**config.mk**
```make
export PLATFORM = sky130hd
export DESIGN_NAME = dirf_trap_filter
export DESIGN_NICKNAME = d
export VERILOG_FILES = /design/src/rtl/dirf_pkg.sv /design/src/rtl/dirf_mode_store.sv /design/src/rtl/dirf_route.sv /design/src/rtl/dirf_trap_filter.sv
export SDC_FILE = /design/constraint.sdc
export NUM_CORES = 1
export LEC_CHECK = 0
export ABC_CLOCK_PERIOD_IN_PS = 2700
export BUFFER_PORTS_ARGS = -buffer_cell sky130_fd_sc_hd__buf_2
export CAP_MARGIN = 40
export CORE_ASPECT_RATIO = 0.7
export CORE_MARGIN = 3
export CORE_UTILIZATION = 50
export CTS_CLUSTER_DIAMETER = 200
export CTS_CLUSTER_SIZE = 28
export DETAILED_ROUTE_END_ITERATION = 7
export PLACE_DENSITY = 0.7
export SLEW_MARGIN = 15
export SYNTH_ARGS = -nofsm -noshare
export SYNTH_HDL_FRONTEND = slang
export SYNTH_SLANG_ARGS = --single-unit
```
**constraint.sdc**
```tcl
create_clock -name clk_i -period 2.7 [get_ports clk_i]
set_input_delay 0 -clock clk_i [delete_from_list [all_inputs] [get_ports clk_i]]
set_output_delay 0 -clock clk_i [all_outputs]
set_load 0.01 [all_outputs]
```
**src/rtl/dirf_pkg.sv**
```systemverilog
package dirf_pkg;
  localparam int OP_W = 3;

  typedef enum logic [1:0] {
    MODE_HW       = 2'd0,
    MODE_LOCKED   = 2'd1,
    MODE_TRAP_WR  = 2'd2,
    MODE_TRAP_ALL = 2'd3
  } mode_e;

  localparam logic [OP_W-1:0] OP_RD_REQ = 3'd0;
  localparam logic [OP_W-1:0] OP_WR_REQ = 3'd1;
  localparam logic [OP_W-1:0] OP_REPL   = 3'd2;
  localparam logic [OP_W-1:0] OP_UPD    = 3'd3;
  localparam logic [OP_W-1:0] OP_INVACK = 3'd4;
endpackage

```
**src/rtl/dirf_mode_store.sv**
```systemverilog
module dirf_mode_store
  import dirf_pkg::*;
#(
  parameter  int ENTRIES = 16,
  localparam int IDX_W   = $clog2(ENTRIES)
) (
  input  logic                 clk_i,
  input  logic                 rst_ni,
  input  logic                 lock_i,
  input  logic [IDX_W-1:0]     lock_idx_i,
  input  logic                 cfg_we_i,
  input  logic [IDX_W-1:0]     cfg_idx_i,
  input  mode_e                cfg_mode_i,
  input  logic [IDX_W-1:0]     pkt_idx_i,
  output mode_e                pkt_mode_o,
  output mode_e                cfg_mode_o,
  output logic [2*ENTRIES-1:0] mode_flat_o
);
  for (genvar g = 0; g < ENTRIES; g++) begin : g_ent
    mode_e m_q;
    logic  wr_hit, lock_hit;
    assign wr_hit   = cfg_we_i && (cfg_idx_i == IDX_W'(g));
    assign lock_hit = lock_i && (lock_idx_i == IDX_W'(g));

    always_ff @(posedge clk_i or negedge rst_ni) begin
      if (!rst_ni)       m_q <= MODE_HW;
      else if (wr_hit)   m_q <= cfg_mode_i;   // software write outranks lock
      else if (lock_hit) m_q <= MODE_LOCKED;
    end

    assign mode_flat_o[2*g +: 2] = m_q;
  end

  assign pkt_mode_o = mode_e'(mode_flat_o[{pkt_idx_i, 1'b0} +: 2]);
  assign cfg_mode_o = mode_e'(mode_flat_o[{cfg_idx_i, 1'b0} +: 2]);
endmodule

```
**src/rtl/dirf_route.sv**
```systemverilog
module dirf_route
  import dirf_pkg::*;
(
  input  logic            valid_i,
  input  mode_e           mode_i,
  input  logic [OP_W-1:0] op_i,
  input  logic            ovf_i,
  input  logic            sw_ready_i,
  output logic            hw_o,
  output logic            sw_o,
  output logic            busy_o,
  output logic            ready_o,
  output logic            lock_o
);
  logic write_class;
  logic to_sw;

  assign write_class = (op_i == OP_WR_REQ) || (op_i == OP_REPL) || (op_i == OP_UPD);

  always_comb begin
    to_sw = 1'b0;
    unique case (mode_i)
      MODE_HW:       to_sw = ovf_i;
      MODE_TRAP_WR:  to_sw = write_class;
      MODE_TRAP_ALL: to_sw = 1'b1;
      default:       to_sw = 1'b0;
    endcase
  end

  always_comb begin
    hw_o   = 1'b0;
    sw_o   = 1'b0;
    busy_o = 1'b0;
    if (valid_i) begin
      if (mode_i == MODE_LOCKED) busy_o = !sw_ready_i;  // queue full: bounce
      else if (to_sw)            sw_o   = 1'b1;
      else                       hw_o   = 1'b1;
    end
  end

  assign lock_o  = sw_o && sw_ready_i;
  assign ready_o = hw_o || lock_o || busy_o;
endmodule

```
**src/rtl/dirf_trap_filter.sv**
```systemverilog
module dirf_trap_filter
  import dirf_pkg::*;
#(
  parameter  int ENTRIES = 16,
  localparam int IDX_W   = $clog2(ENTRIES)
) (
  input  logic             clk_i,
  input  logic             rst_ni,
  input  logic             pkt_valid_i,
  input  logic [IDX_W-1:0] pkt_idx_i,
  input  logic [OP_W-1:0]  pkt_op_i,
  input  logic             pkt_ovf_i,
  output logic             pkt_ready_o,
  output logic             hw_valid_o,
  output logic             sw_valid_o,
  input  logic             sw_ready_i,
  output logic             busy_o,
  input  logic             cfg_we_i,
  input  logic [IDX_W-1:0] cfg_idx_i,
  input  logic [1:0]       cfg_mode_i,
  output logic [1:0]       cfg_mode_o
);
  mode_e                pkt_mode;
  mode_e                rd_mode;
  logic                 lock;
  logic [2*ENTRIES-1:0] mode_flat;

  dirf_mode_store #(.ENTRIES(ENTRIES)) u_store (
    .clk_i       (clk_i),
    .rst_ni      (rst_ni),
    .lock_i      (lock),
    .lock_idx_i  (pkt_idx_i),
    .cfg_we_i    (cfg_we_i),
    .cfg_idx_i   (cfg_idx_i),
    .cfg_mode_i  (mode_e'(cfg_mode_i)),
    .pkt_idx_i   (pkt_idx_i),
    .pkt_mode_o  (pkt_mode),
    .cfg_mode_o  (rd_mode),
    .mode_flat_o (mode_flat)
  );

  dirf_route u_route (
    .valid_i    (pkt_valid_i),
    .mode_i     (pkt_mode),
    .op_i       (pkt_op_i),
    .ovf_i      (pkt_ovf_i),
    .sw_ready_i (sw_ready_i),
    .hw_o       (hw_valid_o),
    .sw_o       (sw_valid_o),
    .busy_o     (busy_o),
    .ready_o    (pkt_ready_o),
    .lock_o     (lock)
  );

  assign cfg_mode_o = rd_mode;
endmodule

```
==> out/qor.csv <==
metric,value,unit
CP Capture Type,output port,
CTS buffer count,5,
worst r2r src,u_store.g_ent[15].m_q[1],
PD cells,743,nW/um2
Placer Congestion,0.870,
clk slew on worst S/H paths,70,ps
CP max FO,21,
"EDFF count, synth",0,
"commonest non-fill, non-tap cells in the layout","dfrtp_1 (32), mux2i_1 (27), buf_2 (24)",
reg2reg setup slack,490,ps
Place WS,454,ps
Die Span X,87.0,um
"Distinct cells, synth",32,
Seq cells post-synth,32,
Setup TNS,0,ps
Largest Register,u_store.g_ent.m_q,
1st-pass router iterations,4,
Syn Area/Cell,10.8,um2
Final Cycle Share,92.6,%
WL final,5990,um
post-layout instance area,2550,um2
Worst Skew,4.85,ps
smallest setup slack after layout,200,ps
adder-cell share of the synthesized area,0,%
CTS root buffer,clkbuf_8,
largest net degree at the start of global routing,33,
largest family of logic cells by synthesized area,multiplexers,
# fillers,349,
Sw Pwr,0.000607,W
asr flop ratio synth,100,%
slowest CP cell,mux4_2,
Syn Inst Count,213,
latest clock arrival within the worst-skew pair,290,ps
vias in the first global route,1718,
area share of xor/xnor cells in the synthesized design,0,%
clk buf depth,2,
HPWL after detailed placement,4340,um
switching part of the total,32.0,%
global route overflow,0,
io pins,25,
critical path required time,2700,ps
Worst Path Buf+Inv,1,
Vias,1829,
Post-DRT Antenna Nets,0,
H-tree levels,2,
"most common cell after layout, fill and taps aside",dfrtp_1,
Die Ht,62.7,um
Syn-to-layout area delta,11.0,%
Min-Delay Path Class,input pin to flip-flop,
critical path class,flip-flop to output port,
Synth Area in Compound Gates,10.1,%
max incr delay on CP,520,ps
initial drt markers,197,
RSZ-0062 raised after global routing,false,
worst vdd ir,0.535,mV
DR WL/cell,20.9,um
cell mode on critical path,mux4_2,
outcome,"complete, no violations",
FP Rows,19,
Buffers on Ports,24,
reg2reg path depth,4,
Arrival @ worst endpoint,2500,ps
ANT cells,0,
Clock Sinks,32,
Pleak,1.05,nW
post-synthesis net count,232,
share of cells above drive strength 1,29.9,%
post-route minimum period,2500,ps
Hold Path Cell Cnt,3,
post-CTS setup repair buffer count,0,
Vias/cell,6.40,
max cap viols,0,
FF-to-FF End,u_store.g_ent[3].m_q[1],
drc violations,0,
worst-margin pin slew,719,ps
Startpoint Class,flip-flop,
Post-DP Area,2410,um2
clock power share,27.0,%
CTS tree,built,
Comb power frac,33.3,%
die area,5450,um2
hold_sp,pkt_idx_i[0],
fmax,400,MHz
synthesized area,2300,um2
Layout Nets,252,
Initial Util,55.2,%
"critical path, cell by cell",mux4_2 > mux4_2 > mux2_4 > and3_1 > buf_2,
CTS resizes,0,
Worst slew margin,52.1,%
Synth Warn #,0,
max FFs per register,32,
Hold WS,120,ps
Hold Buf Count CTS,1,
area occupied by multi-input gates,1400,um2
sequential share of power,39.8,%
Final Hold Fails,0,
ys flop type,dfrtp_1,
"Seq/Total Area, Yosys",34.9,%
final core area utilization,61.3,%
worst hold path endpoint,u_store.g_ent[1].m_q[0],
Final Setup Violations,0,
crit-path leading delay family,multiplexers,
Post-Synth Simple-Gate Area,14.8,%
CORE AREA,4160,um2
cell-internal power,0.00129,W
GRT Overall Usage,22.8,%
register area,801,um2
Slew Limit Fails,0,
mux cell area share after synthesis,36.1,%
initial antenna violation count,0,
biggest regs,u_store.g_ent.m_q x32,
first-pass GRT wire length,9380,um
## synthesized netlist by cell type (all sizes together) (5+ instances only)
cell    instances  area (um2)
dfrtp          32         801
mux2i          27         270
nor2           21        78.8
mux2           17         199
mux4           16         360
nand2          14        52.6
o21ai          14        70.1
clkbuf          8        30.0
buf             7        61.3
o21a            7        52.6
a31oi           6        37.5
nand2b          6        37.5
nand3b          6        45.0
nand3           5        25.0
## power by group through the flow
stage | clock network (W) | logic, W | registers [W]
finish | 0.000510 | 0.000630 | 0.000753
CTS | 0.000517 | 0.000629 | 0.000747
global placement | 0 | 0.000614 | 0.000753
global route | 0.000536 | 0.000683 | 0.000767
floorplan | 0 | 0.000503 | 0.000693
detailed placement | 0 | 0.000622 | 0.000755
## worst max path at each step
stage | startpoint | slack [ps] | to | cells past startpoint
final | u_store.g_ent[15].m_q[1] | 200 | hw_valid_o | 5
after global routing | u_store.g_ent[15].m_q[1] | 140 | sw_valid_o | 6
after CTS | u_store.g_ent[15].m_q[1] | 200 | hw_valid_o | 5
after detailed placement | pkt_idx_i[1] | 450 | u_store.g_ent[1].m_q[1] | 5
after global placement | pkt_idx_i[1] | 500 | u_store.g_ent[8].m_q[1] | 5
after floorplan | u_store.g_ent[15].m_q[1] | 620 | u_store.g_ent[1].m_q[1] | 5
## per-stage QoR
step / total power (W) / cells
detailed placement: 0.00138 / 277
global route: 0.00199 / 286
floorplan: 0.00120 / 213
CTS: 0.00189 / 286
global placement: 0.00137 / 277
finish: 0.00189 / 286
## cell families (layout without fill, tap and decap cells)
group / Yosys count / after routing
DFF: 32 / 32
and+or+nand+nor: 68 / 68
buffers and inverters: 16 / 37
muxes: 60 / 60
AOI/OAI and AO/OA: 37 / 37
## worst min-delay path: stages
cell and delay (ps):
buf_2 180, nand4_1 120, o21ai_1 60
## per-layer routing
metal  vias up  track usage [%]  routed length, um
met4         0             5.84                 64
met3         9             7.51                656
met5         -                0                  0
met2        88             29.5               2430
li1        839                -                  -
met1       893             35.9               2840
## area by class of cell
class	instances	area share [%]
multi-input cells	165	54.9
well taps	52	2.55
inverters	1	0.147
clock inverters	1	1.18
flip-flops and latches	32	31.4
repair buffers	28	5.99
clock buffers	7	3.78
(Power assumes the default switching activity.)
